==> config.mk <==
export PLATFORM = sky130hd
export DESIGN_NAME = posit_unpack
export DESIGN_NICKNAME = d
export VERILOG_FILES = /design/src/rtl/posit_pkg.sv /design/src/rtl/posit_lead_run.sv /design/src/rtl/posit_shl.sv /design/src/rtl/posit_unpack.sv
export SDC_FILE = /design/constraint.sdc
export NUM_CORES = 1
export LEC_CHECK = 0
export BUFFER_PORTS_ARGS = -buffer_cell sky130_fd_sc_hd__buf_2
export CORE_ASPECT_RATIO = 1.5
export CORE_MARGIN = 5
export CORE_UTILIZATION = 53
export CTS_CLUSTER_DIAMETER = 50
export CTS_CLUSTER_SIZE = 24
export DETAILED_ROUTE_END_ITERATION = 10
export GPL_ROUTABILITY_DRIVEN = 0
export PLACE_DENSITY = 0.72
export SETUP_SLACK_MARGIN = 0.4
export SLEW_MARGIN = 20
export SYNTH_ARGS = -nofsm -noshare
export SYNTH_HDL_FRONTEND = slang
export SYNTH_SLANG_ARGS = --single-unit
==> constraint.sdc <==
create_clock -name clk -period 21.5 [get_ports clk]
set_input_delay 3.225 -clock clk [delete_from_list [all_inputs] [get_ports clk]]
set_output_delay 3.225 -clock clk [all_outputs]
set_load 0.02 [all_outputs]
==> src/rtl/posit_pkg.sv <==
package posit_pkg;

    // Classification of an incoming word
    typedef enum logic [1:0] {
        CLS_NORMAL = 2'd0,
        CLS_ZERO   = 2'd1,
        CLS_INF    = 2'd2
    } word_class_e;

    // Width of a counter that can hold a run of up to n-1 bits
    function automatic int cnt_w(input int n);
        return $clog2(n);
    endfunction

    // Signed width that holds +/-(n-2)*2^es
    function automatic int scale_w(input int n, input int es);
        return $clog2(((n - 2) << es) + 1) + 1;
    endfunction

    // Magnitude limit of the decoded scale
    function automatic int scale_lim(input int n, input int es);
        return (n - 2) << es;
    endfunction

endpackage

==> src/rtl/posit_lead_run.sv <==
// Counts how many bits, starting at the MSB, equal MATCH.
module posit_lead_run #(
    parameter int   W     = 15,
    parameter int   CW    = 4,
    parameter logic MATCH = 1'b1
) (
    input  logic [W-1:0]  vec,
    output logic [CW-1:0] run
);
    logic still;

    always_comb begin
        run   = '0;
        still = 1'b1;
        for (int i = W - 1; i >= 0; i--) begin
            if (still && (vec[i] == MATCH)) begin
                run = run + CW'(1);
            end else begin
                still = 1'b0;
            end
        end
    end
endmodule

==> src/rtl/posit_shl.sv <==
// Logarithmic left barrel shifter, zero fill.
module posit_shl #(
    parameter int W  = 14,
    parameter int CW = 4
) (
    input  logic [W-1:0]  din,
    input  logic [CW-1:0] amt,
    output logic [W-1:0]  dout
);
    logic [W-1:0] stg [0:CW];

    assign stg[0] = din;

    for (genvar j = 0; j < CW; j++) begin : g_stage
        assign stg[j+1] = amt[j] ? (stg[j] << (1 << j)) : stg[j];
    end

    assign dout = stg[CW];
endmodule

==> src/rtl/posit_unpack.sv <==
module posit_unpack
    import posit_pkg::*;
#(
    parameter int N  = 16,
    parameter int ES = 1
) (
    input  logic                                 clk,
    input  logic                                 rst,
    input  logic                                 in_valid,
    input  logic [N-1:0]                         in_word,
    output logic                                 out_valid,
    output logic                                 out_sign,
    output logic                                 out_zero,
    output logic                                 out_inf,
    output logic signed [scale_w(N, ES)-1:0]     out_scale,
    output logic [N-2:0]                         out_mant
);
    localparam int BW = N - 1;           // body after the sign
    localparam int PW = N - 2;           // bits after the first regime bit
    localparam int MW = N - 1;           // hidden one + fraction
    localparam int CW = cnt_w(N);
    localparam int SW = scale_w(N, ES);

    typedef struct packed {
        logic                 sign;
        word_class_e          cls;
        logic signed [SW-1:0] scale;
        logic [MW-1:0]        mant;
    } dec_t;

    logic [BW-1:0]        body;
    logic [CW-1:0]        ones_run;
    logic [CW-1:0]        zeros_run;
    logic [PW-1:0]        sh_pos;
    logic [PW-1:0]        sh_neg;
    logic [PW-1:0]        payload;
    logic [ES-1:0]        exp_bits;
    logic [PW-1:0]        frac_al;
    logic signed [SW-1:0] k_val;
    dec_t                 dec_c;
    dec_t                 dec_q;
    logic                 vld_q;

    // Fold negative words onto their magnitude
    assign body = in_word[N-1] ? (-in_word[BW-1:0]) : in_word[BW-1:0];

    // Two run detectors, one per regime polarity
    posit_lead_run #(.W(BW), .CW(CW), .MATCH(1'b1)) u_run_ones (
        .vec (body),
        .run (ones_run)
    );

    posit_lead_run #(.W(BW), .CW(CW), .MATCH(1'b0)) u_run_zeros (
        .vec (body),
        .run (zeros_run)
    );

    // Duplicated shifters: each is fed straight from its own counter,
    // the polarity select sits after the shift.
    posit_shl #(.W(PW), .CW(CW)) u_shl_pos (
        .din  (body[BW-2:0]),
        .amt  (ones_run),
        .dout (sh_pos)
    );

    posit_shl #(.W(PW), .CW(CW)) u_shl_neg (
        .din  (body[BW-2:0]),
        .amt  (zeros_run),
        .dout (sh_neg)
    );

    assign payload  = body[BW-1] ? sh_pos : sh_neg;
    assign exp_bits = payload[PW-1 -: ES];
    assign frac_al  = payload << ES;

    always_comb begin
        if (body[BW-1]) begin
            k_val = $signed(SW'(ones_run)) - $signed(SW'(1));
        end else begin
            k_val = -$signed(SW'(zeros_run));
        end
    end

    always_comb begin
        dec_c.sign  = in_word[N-1];
        dec_c.scale = (k_val <<< ES) + $signed(SW'(exp_bits));
        dec_c.mant  = {1'b1, frac_al};
        dec_c.cls   = CLS_NORMAL;
        if (in_word == '0) begin
            dec_c.cls = CLS_ZERO;
        end else if (in_word == {1'b1, {BW{1'b0}}}) begin
            dec_c.cls = CLS_INF;
        end
        if (dec_c.cls != CLS_NORMAL) begin
            dec_c.scale = '0;
            dec_c.mant  = '0;
        end
    end

    always_ff @(posedge clk) begin
        if (rst) begin
            vld_q <= 1'b0;
            dec_q <= '0;
        end else begin
            vld_q <= in_valid;
            if (in_valid) begin
                dec_q <= dec_c;
            end
        end
    end

    assign out_valid = vld_q;
    assign out_sign  = dec_q.sign;
    assign out_zero  = (dec_q.cls == CLS_ZERO);
    assign out_inf   = (dec_q.cls == CLS_INF);
    assign out_scale = dec_q.scale;
    assign out_mant  = dec_q.mant;
endmodule

=== Word-level counts from Yosys, hierarchy flattened ===
Cells that the tools add are included.

* Register bits after elaboration: 25
* Input bits: 19

* $add $sub $neg: 32
* Mux-type cells: 72
* Bitwise logic cells: 14
* Equality and inequality tests: 3
* Reductions and logical operators: 30

{| class="wikitable"
|+ Operator list
! operator !! number
|-
| $mux W14 || 9
|-
| $add A4 B1 Y4 const B || 28
|-
| $mux W4 || 28
|-
| $mux W1 || 30
|-
| $logic_and A1 B1 Y1 || 28
|-
| $mux W21 || 1
|-
| $eq A16 B16 Y1 const B || 1
|-
| $logic_not A16 Y1 || 1
|-
| $mux W15 || 1
|-
| $neg A15 Y15 || 1
|-
| $not A1 Y1 || 14
|-
| $add A6 B2 Y6 || 1
|-
| $mux W5 || 1
|-
| $neg A4 Y5 || 1
|-
| $sub A4 B1 Y5 const B || 1
|-
| $mux W2 || 2
|-
| $eq A2 B1 Y1 const B || 1
|-
| $eq A2 B2 Y1 const B || 1
|-
| $reduce_bool A2 Y1 || 1
|}

=== Logic depth before layout (Yosys ltp) ===
Gate-level depths: netlist of the first run.

* Word-level depth: 38
* Depth in mapped cells: 57
* Gate-level depth less buffers: 53

=== By module ===
From an unflattened synthesis of the first run, not the netlist that was laid out.

* Cells, all modules: 607
* Area total of the unflattened synthesis: 4777.1 µm²

{| class="wikitable"
|+ Modules (own cells, without submodules)
! module !! instances !! sequential area each (µm²) !! area each (µm²) !! cells an instance
|-
| posit_unpack || 1 || 480.5 || 1582.8 || 185
|-
| posit_shl || 2 || 0.0 || 620.6 || 67
|-
| posit_lead_run (u_run_ones) || 1 || 0.0 || 1017.2 || 149
|-
| posit_lead_run (u_run_zeros) || 1 || 0.0 || 935.9 || 139
|}

=== Worst setup path before layout of the first run ===
Ideal clock, no wire load.

* Path type: input to register
* Start point: input port in_word[0]
* End point: register dec_q (netlist bit out_mant[6])
* Stages: 56
* Path slack: 8.313 ns
* Library setup time: 0.070 ns
* Buffers on the path: 3
* Arrival time: 13.117 ns
* Cells stage by stage: buf_1 > inv_1 > ha_1 > clkbuf_1 > inv_1 > o41ai_2 > or2_2 > clkbuf_1 > a21oi_1 > ha_1 > nor2_1 > nor2_1 > ha_1 > nand2_1 > a41oi_1 > ha_1 > mux2_2 > o211a_2 > [20 not listed] > ha_1 > nor2_1 > a31oi_1 > ha_1 > a21oi_1 > o31ai_1 > ha_1 > nand2_1 > xnor2_1 > nand2_1 > xor2_1 > or3_1 > a21oi_2 > xnor2_1 > mux2_2 > o211ai_1 > o21ai_0 > o21ai_1

* Cells in the longest elaborated chain, start to end: 37
* Elaborated cells between the ends (all ways): 145
* Those cells by class: add/sub (29); eq/ne (1); mux (71); bitwise (14); reduce/logical (30)

{| class="wikitable"
|+ Ends and longest elaborated chain
! item !! line !! RTL
|-
| from (decl) || posit_unpack.sv:10 || <nowiki>input logic [N-1:0] in_word,</nowiki>
|-
| $neg A15 Y15 || posit_unpack.sv:45 || <nowiki>assign body = in_word[N-1] ? (-in_word[BW-1:0]) : in_word[BW-1:0];</nowiki>
|-
| $mux W15 || posit_unpack.sv:45 ||
|-
| $mux W1 or $not A1 Y1 (tied branches) || posit_lead_run.sv:16 || <nowiki>if (still && (vec[i] == MATCH)) begin</nowiki>
|-
| $add A4 B1 Y4 or $logic_and A1 B1 Y1 (tied branches) || posit_lead_run.sv:17, posit_lead_run.sv:16 ||
|-
| $mux W4 or $mux W1 (tied branches) || posit_lead_run.sv:16 ||
|-
| $add A4 B1 Y4 or $logic_and A1 B1 Y1 (tied branches) || posit_lead_run.sv:17, posit_lead_run.sv:16 ||
|-
| $mux W4 or $mux W1 (tied branches) || posit_lead_run.sv:16 ||
|-
| $add A4 B1 Y4 or $logic_and A1 B1 Y1 (tied branches) || posit_lead_run.sv:17, posit_lead_run.sv:16 ||
|-
| [18 not listed] || - ||
|-
| $mux W4 or $mux W1 (tied branches) || posit_lead_run.sv:16 ||
|-
| $add A4 B1 Y4 or $logic_and A1 B1 Y1 (tied branches) || posit_lead_run.sv:17, posit_lead_run.sv:16 ||
|-
| $mux W4 or $mux W1 (tied branches) || posit_lead_run.sv:16 ||
|-
| $add A4 B1 Y4 or $logic_and A1 B1 Y1 (tied branches) || posit_lead_run.sv:17, posit_lead_run.sv:16 ||
|-
| $mux W4 || posit_lead_run.sv:16 ||
|-
| $mux W14 (4 in a row) || posit_shl.sv:15 || <nowiki>assign stg[j+1] = amt[j] ? (stg[j] << (1 << j)) : stg[j];</nowiki>
|-
| $mux W14 || posit_unpack.sv:72 || <nowiki>assign payload = body[BW-1] ? sh_pos : sh_neg;</nowiki>
|-
| $mux W21 * || posit_unpack.sv:94 || <nowiki>if (dec_c.cls != CLS_NORMAL) begin</nowiki>
|-
| to (signal assigned) || posit_unpack.sv:103 || <nowiki>dec_q <= '0;</nowiki>
|-
| to (signal assigned) || posit_unpack.sv:107 || <nowiki>dec_q <= dec_c;</nowiki>
|-
| to (decl) || posit_unpack.sv:41 || <nowiki>dec_t dec_q;</nowiki>
|}

Mark *: on every way between the ends. The rest lies on a longest branch, timed or not.
A chain may end at the register's enable or synchronous reset.

=== Worst setup path in the final report of the first run ===
Ends and elaborated chain as after synthesis.

==> reports/results.ini, run 1 <==
[run_status]
outcome=complete, no violations

[timing]
rsz0062_at_grt=no
min_period_over_period_pct=68.34
setup_tns_ps=0
worst_pin_slew_ps=902.4
max_freq_mhz=68.06
maxSlewViolCount=0
setup-violations-final=0
slew_headroom_pct=38.28
layout_setup_ws_ps=6807
min_period_ps=14690
hold_viol=0
fin_skew_ps=0

[setup_path]
startpoint_type=primary input
critPathKind=primary input to flip-flop
r2r-end=out_sign$_SDFFE_PP0P_
endpoint=out_mant[6]$_SDFFE_PP0P_
path_max_fanout=17
r2r-start=out_sign$_SDFFE_PP0P_
rrSetupSlack_ps=20810
cpPeakStageDelay_ps=660
end_kind=flip-flop
rr_worst_depth=2
startpoint=in_word[0]
cp_slowest_cell=xnor2_1
required_ps=21680
critical_path_arrival_ps=14870
cpMostUsedCell=ha_1

[min_path]
min_path_type=flip-flop to flip-flop

[logic_synthesis]
yosys-top-cells-count=86 x nand2_1, 74 x nor2_1, 55 x a21oi_1, 33 x o21ai_0, 31 x clkbuf_1
yosysMostFrequentCell=nand2_1
synth-seq-area-share_pct=9.507
syn_inst=735
synth_top_flop_cell=dfxtp_1
synth_cell_types=86
synth.top_cells.by_area=dfxtp_1 9.5%, ha_1 6.7%, nand2_1 6.4%, mux2i_1 5.5%, nor2_1 5.5%
ys_ff_latch=24
postSynthAreaPerCell_um2=6.876
syn_area_mm2=0.005054
synth_top_area_share_pct=9.507
synthArstFlopShare_pct=0
synth_edf_count=0
yosysWarnings=0
synthesis.nets=781
synth_top_area_cell=dfxtp_1

[floorplan]
dieArea_mm2=0.01163
floorplan.initialDensity_pct=54.29
io_pins=44
die_w_um=89.73
rows=43
fp.coreArea_mm2=0.009308
die_h_um=129.6

[routing]
drt_iter0_drc=400
num_vias=5547
dr.pass1.iters=5
postRouteAntennaNets=0
wire_per_inst_um=18.53
wl_um=15530
via_per_inst=6.619
drcViolationCount=0

[final_layout]
fillCellCount=904
antenna_cells=0
multi_input_area_mm2=0.004111
areaGrowthSynthToFinish_pct=3.342
drive_gt1_share_pct=14.19
seq_area_um2=480.5
utilization_pct=56.11
fin_nets=773
finalInstanceArea_mm2=0.005223

[clock_network]
htreeDepth=1
cts_tree=yes
cts_made_buffers=3
ctsHoldBuffers=0
clockRootBuffer=clkbuf_16
cts_setup_buffers=0
clock-sinks=24
clk_pin_slew_ps=60
clockBufferDepth=2
clock_latency_ps=250
cts_resized=0

[placed_design]
dpl_cell_area_mm2=0.005134
dp_hpwl_um=12400
port_buffers=42
post-place-ws_ps=6772

[global_route]
overflow=0
use_met1_pct=28.93
grt_antenna_before_repair=0
grt_use_met2_pct=46.08
grt_pass1_vias=5243
top_usage_layer=met2
met3_usage_pct=1.916
grt_first_pass_wirelength_um=25210
grt_max_degree=32
grt_use_total_pct=25.85

[job]
max-cap-violations=0

[pwr]
leakage_nw=2.170
p_per_area_mw_per_mm2=49.74
vdd_drop_max_v=0.00006521

-- cells by family (layout without fill, tap and decap cells) --
group | Yosys count | after routing | share of synthesized area (%)
xor gates and xnor gates | 39 | 39 | 7.205
buffers and inverters | 91 | 82 | 9.136
AOI/OAI and AO/OA | 231 | 231 | 32.29
adders and majority gates | 27 | 27 | 6.685
other | 1 | 1 | 0.07420
and+or+nand+nor | 284 | 284 | 27.33
muxes | 38 | 38 | 7.774
DFF | 24 | 24 | 9.507
-- layout make-up --
cell class                      count  share of cell area [%]
Multi-Input combinational cell    620                   78.73
Sequential cell                    24                   9.200
Timing Repair Buffer               57                   6.181
Tap cell                          112                   2.683
Clock buffer                        4                   1.701
Inverter                           21                   1.509
-- flip-flops by register name, summed over array words and instances (netlist names) --
register,count
out_mant,14
out_valid,1
out_scale,6
dec_q,2
out_sign,1
-- through the flow --
stage	instances	total power, W	hold WS (ps)
5_1_grt	838	0.0002788	478.9
6_report	838	0.0002598	440.1
3_3_place_gp	834	0.0002098	431.2
4_1_cts	838	0.0002572	445.6
2_1_floorplan	735	0.0001793	425.6
3_5_place_dp	834	0.0002138	436.8
-- per-layer routing --
layer / vias up / share of wire (%)
met5: - / 0
met1: 2523 / 39
met4: 0 / 7.4
met2: 280 / 48
li1: 2668 / -
met3: 76 / 5.9
-- worst min-delay path by stage --
| stage | startpoint | endpoint | slack, ps | cells after the start |
|---|---|---|---|---|
| after floorplan | out_mant[5]$_SDFFE_PP0P_ | out_mant[5]$_SDFFE_PP0P_ | 430 | 2 |
| after global placement | out_mant[5]$_SDFFE_PP0P_ | out_mant[5]$_SDFFE_PP0P_ | 430 | 2 |
| after detailed placement | out_mant[4]$_SDFFE_PP0P_ | out_mant[4]$_SDFFE_PP0P_ | 440 | 2 |
| after CTS | out_mant[3]$_SDFFE_PP0P_ | out_mant[3]$_SDFFE_PP0P_ | 450 | 2 |
| after global routing | out_scale[1]$_SDFFE_PP0P_ | out_scale[1]$_SDFFE_PP0P_ | 480 | 2 |
| final | out_mant[3]$_SDFFE_PP0P_ | out_mant[3]$_SDFFE_PP0P_ | 440 | 2 |
-- power breakdown --
| part | switching [W] | total (W) | internal (W) | leakage, nW |
|---|---|---|---|---|
| registers | 0.00000207 | 0.0000512 | 0.0000491 | 0.198 |
| clock network | 0.0000145 | 0.0000429 | 0.0000284 | 0.0442 |
| logic | 0.000105 | 0.000166 | 0.0000603 | 1.93 |
| total | 0.000122 | 0.000260 | 0.000138 | 2.17 |
-- layout by cell type (no fill, tap or decap), drive strengths merged, types with 8 or more instances in the layout --
cell    count
o211ai     11
mux2       10
a211oi      9
o21ai      46
nor4       10
inv        19
nand2      87
o31ai      14
nor2b      12
nor2       75
a21oi      56
o21a        8
buf        57
nand4      10
ha         27
nand3      18
dfxtp      24
mux2i      28
nor3       21
nand2b     15
xor2       18
xnor2      21
-- worst max-delay path, delay by kind of cell --
family                     cells  cell delay [ps]
xor gates and xnor gates       3              990
AOI/OAI and AO/OA             15             2950
buffers and inverters          4              860
muxes                          5             1300
and+or+nand+nor               14             1260
adders and majority gates     13             4260
(Power assumes the default switching activity.)
==> run 2: changes to the inputs <==
clock period = 14.9 ns   (was 21.5 ns; I/O delays follow)
==> reports/results.ini, run 2 (synthesized netlist as in run 1, its figures left out) <==
[setup_path]
end_kind=flip-flop
cp_slowest_cell=xnor2_1
path_max_fanout=17  ; unchanged
cpPeakStageDelay_ps=690  ; +30 ps
critPathKind=primary input to flip-flop
critical_path_arrival_ps=13830  ; -1040 ps
crit_buf_inv=4  ; unchanged
cpMostUsedCell=ha_1
startpoint_type=primary input
path_delay_family=adder cells
required_ps=15090  ; -6590 ps

[floorplan]
rows=43  ; unchanged
floorplan.initialDensity_pct=54.29  ; unchanged
dieArea_mm2=0.01163  ; unchanged
fp.coreArea_mm2=0.009308  ; unchanged
die_h_um=129.6  ; unchanged
io_pins=44  ; unchanged
die_w_um=89.73  ; unchanged

[timing]
setup_tns_ps=0  ; unchanged
fin_skew_ps=0  ; unchanged
max_freq_mhz=73.34
worst_pin_slew_ps=936.3  ; +33.92 ps
min_period_ps=13630
hold_viol=0  ; unchanged
slew_headroom_pct=37.35  ; -0.94 points
setup-violations-final=0  ; unchanged
rsz0062_at_grt=no
maxSlewViolCount=0  ; unchanged
min_period_over_period_pct=91.51

[clock_network]
clockRootBuffer=clkbuf_16
cts_setup_buffers=0  ; unchanged
cts_tree=yes
clk_pin_slew_ps=60  ; about the same
cts_resized=0  ; unchanged
htreeDepth=1  ; unchanged
clock-sinks=24  ; unchanged
clockBufferDepth=2  ; unchanged
cts_made_buffers=3  ; unchanged
ctsHoldBuffers=0  ; unchanged
clock_latency_ps=250  ; about the same

[final_layout]
largest_register_ffs=14  ; unchanged
fin_nets=774  ; +0.13%
final_common_cell=nand2_1
antenna_cells=0  ; unchanged
final_cell_mix=86 x nand2_1, 74 x nor2_1, 55 x a21oi_1
drive_gt1_share_pct=14.19  ; unchanged
areaGrowthSynthToFinish_pct=3.219

[routing]
wl_um=15650  ; +0.80%
postRouteAntennaNets=0  ; unchanged
num_vias=5547  ; unchanged
drcViolationCount=0  ; unchanged
via_per_inst=6.619  ; unchanged
wire_per_inst_um=18.67  ; +0.80%
dr.pass1.iters=5  ; unchanged
drt_iter0_drc=366  ; -8.5%

[global_route]
grt_use_total_pct=25.87  ; about the same
overflow=0  ; unchanged
grt_antenna_before_repair=0  ; unchanged
grt_pass1_vias=5279  ; +0.69%
grt_max_degree=32  ; unchanged
grt_first_pass_wirelength_um=25460  ; +1.0%

[pwr]
leakage_nw=2.168  ; about the same
p_total_w=0.0003693  ; +42%
p_per_area_mw_per_mm2=70.80  ; +42%
vdd_drop_max_v=0.0001031  ; +58%

[placed_design]
dp_hpwl_um=12410  ; about the same
port_buffers=42  ; unchanged

[job]
max-cap-violations=0  ; unchanged

[run_status]
outcome=complete, no violations

[min_path]
min_path_type=flip-flop to flip-flop

run 2: worst paths after layout:
path,startpoint,endpoint,slack [ps],depth (start not counted)
worst max register to register,out_sign$_SDFFE_PP0P_,out_sign$_SDFFE_PP0P_,14220,2
worst max-delay path,in_word[0],out_mant[9]$_SDFFE_PP0P_,1270,54
worst min-delay path,out_scale[0]$_SDFFE_PP0P_,out_scale[0]$_SDFFE_PP0P_,440,2
worst min register to register,out_scale[0]$_SDFFE_PP0P_,out_scale[0]$_SDFFE_PP0P_,440,2
run 2: final cells by class:
type                            instances  area, um2
Multi-Input combinational cell        620       4111
Inverter                               21      78.83
Fill cell                             928       4091
Tap cell                              112      140.1
Sequential cell                        24      480.5
Clock buffer                            3      75.07
Timing Repair Buffer                   58      330.3
run 2: tightest hold or removal path, cell delays in order, from the launching register on:
cell	delay (ps)
dfxtp_1	300
nand2_1	50
o21ai_1	50
run 2: report_power, final:
| part | switching (W) | total [W] | leakage (nW) | internal, W |
|---|---|---|---|---|
| clock network | 0.0000205 | 0.0000560 | 0.0370 | 0.0000354 |
| logic | 0.000152 | 0.000239 | 1.93 | 0.0000870 |
| registers | 0.00000312 | 0.0000740 | 0.198 | 0.0000709 |
run 2: layer usage:
layer / vias to the layer above / track usage [%] / part of all wire [%] / wire length [um]
li1: 2673 / - / - / -
met5: - / 0 / 0 / 0
met2: 263 / 44.96 / 47 / 7371
met3: 82 / 2.207 / 6.0 / 942
met1: 2529 / 29.41 / 39 / 6151
met4: 0 / 19.31 / 7.6 / 1183
run 2: stage by stage:
step | std cells | hold WS (ps) | setup slack (ps) | utilization (%) | area, um2
2_1_floorplan | 735 | 425.6 | 2703 | - | 5054
3_3_place_gp | 835 | 433.2 | 1495 | 55.24 | 5141
3_5_place_dp | 835 | 438.9 | 1220 | 55.24 | 5141
4_1_cts | 838 | 446.8 | 1443 | 56.04 | 5216
5_1_grt | 838 | 474.1 | 517.4 | 56.04 | 5216
6_report | 838 | 443.4 | 1265 | 56.04 | 5216
==> run 3: changes to the inputs <==
CELL_PAD_IN_SITES_DETAIL_PLACEMENT = 0   (was not set)
CELL_PAD_IN_SITES_GLOBAL_PLACEMENT = 2   (was not set)
CORE_UTILIZATION = 35   (was 53)
PLACE_DENSITY = not set   (was 0.72)
PLACE_DENSITY_LB_ADDON = 0.1   (was not set)
==> reports/results.ini, run 3 (synthesized netlist as in run 1, its figures left out) <==
[run_status]
outcome=complete, no violations

[setup_path]
critical_path_arrival_ps=13760  ; -70 ps
startpoint_type=primary input
critPathKind=primary input to flip-flop
cpPeakStageDelay_ps=680  ; about the same
path_max_fanout=17  ; unchanged
required_ps=15090  ; about the same
end_kind=flip-flop
cp_slowest_cell=xnor2_1
cpMostUsedCell=ha_1

[timing]
rsz0062_at_grt=no
max_freq_mhz=73.70  ; +0.49%
min_period_over_period_pct=91.06  ; -0.45 points
slew_headroom_pct=40.42  ; +3.1 points
fin_skew_ps=0  ; unchanged
setup_tns_ps=0  ; unchanged
hold_viol=0  ; unchanged
worst_pin_slew_ps=890.3  ; -45.99 ps
setup-violations-final=0  ; unchanged
maxSlewViolCount=0  ; unchanged
min_period_ps=13570  ; -66.97 ps

[clock_network]
cts_made_buffers=3  ; unchanged
clock_latency_ps=260  ; about the same
clock-sinks=24  ; unchanged
clk_pin_slew_ps=60  ; about the same
clockRootBuffer=clkbuf_16
ctsHoldBuffers=0  ; unchanged
clockBufferDepth=2  ; unchanged
cts_tree=yes
htreeDepth=1  ; unchanged
cts_resized=0  ; unchanged
cts_setup_buffers=0  ; unchanged

[routing]
drcViolationCount=0  ; unchanged
num_vias=5456  ; -1.6%
postRouteAntennaNets=0  ; unchanged
wl_um=18000  ; +15%
wire_per_inst_um=19.57  ; +4.8%
via_per_inst=5.930  ; -10%
dr.pass1.iters=5  ; unchanged
drt_iter0_drc=279  ; -24%

[global_route]
grt_pass1_vias=5122  ; -3.0%
grt_max_degree=31  ; -3.1%
grt_use_total_pct=20.92  ; -5.0 points
overflow=0  ; unchanged
grt_first_pass_wirelength_um=28030  ; +10%
grt_antenna_before_repair=0  ; unchanged

[final_layout]
final_common_cell=nand2_1
antenna_cells=0  ; unchanged
drive_gt1_share_pct=14.42  ; +0.24 points
fin_nets=775  ; +0.13%
areaGrowthSynthToFinish_pct=5.620
largest_register_ffs=14  ; unchanged
final_cell_mix=86 x nand2_1, 74 x nor2_1, 55 x a21oi_1

[placed_design]
dp_hpwl_um=14510  ; +17%
port_buffers=42  ; unchanged

[pwr]
p_total_w=0.0003838  ; +3.9%
p_per_area_mw_per_mm2=71.91  ; +1.6%
vdd_drop_max_v=0.00004565  ; -56%
leakage_nw=2.180  ; +0.54%

[floorplan]
die_w_um=108.1  ; +20%
dieArea_mm2=0.01699  ; +46%
die_h_um=157.2  ; +21%
floorplan.initialDensity_pct=35.78  ; -19 points
io_pins=44  ; unchanged
fp.coreArea_mm2=0.01412  ; +52%
rows=53  ; +23%

[min_path]
min_path_type=flip-flop to flip-flop

[job]
max-cap-violations=0  ; unchanged

## run 3: changes by cell type in the layout (fill, tap and decap cells not counted), sizes merged
cell,previous run,this run
clkbuf,3,4
buf,58,59
## run 3: final cells by class
type,count,area [um2]
flip-flops and latches,24,480.5
inverters,21,78.83
well taps,192,240.2
clock buffers,4,88.84
repair buffers,59,337.8
fillers,1573,8787
multi-input cells,620,4111
## run 3: path summary, 6_finish.rpt
kind	start	endpoint	slack, ps	depth (start not counted)
setup / recovery	in_word[0]	out_mant[6]$_SDFFE_PP0P_	1330	54
hold / removal	out_mant[4]$_SDFFE_PP0P_	out_mant[4]$_SDFFE_PP0P_	440	2
setup reg to reg	out_mant[13]$_SDFFE_PP0P_	out_mant[13]$_SDFFE_PP0P_	14270	1
hold reg to reg	out_mant[4]$_SDFFE_PP0P_	out_mant[4]$_SDFFE_PP0P_	440	2
## run 3: where the power goes
group / internal [W] / switching (W)
logic: 0.0000874 / 0.000158
clock network: 0.0000411 / 0.0000233
registers: 0.0000709 / 0.00000305
## run 3: per-layer routing
layer / share of wire (%) / track usage (%) / vias to the layer above
met5: 0 / 0 / -
met4: 5.0 / 10.17 / 0
met3: 3.6 / 0.8617 / 38
met2: 51 / 38.49 / 184
met1: 41 / 24.53 / 2561
li1: - / - / 2673
## run 3: worst max-delay path, delay by kind of cell
| family | cells | cell delay [ps] |
|---|---|---|
| buffers and inverters | 4 | 780 |
| XOR/XNOR | 3 | 970 |
| AND/OR/NAND/NOR | 14 | 1230 |
| multiplexers | 5 | 1350 |
| adder cells (fa/ha/maj) | 13 | 4350 |
| AO/OA/AOI/OAI | 15 | 2830 |
## run 3: stage by stage
stage               util, %  setup WS [ps]  hold slack (ps)  std cells  instance area, um2
finish                37.79           1332            443.4        920                5338
global route          37.79          478.8            458.7        920                5338
CTS                   37.79           1374            446.9        920                5338
detailed placement    37.16           1134            437.9        916                5249
global placement      37.16           1369            434.8        916                5249
floorplan                 -           2703            425.6        735                5054
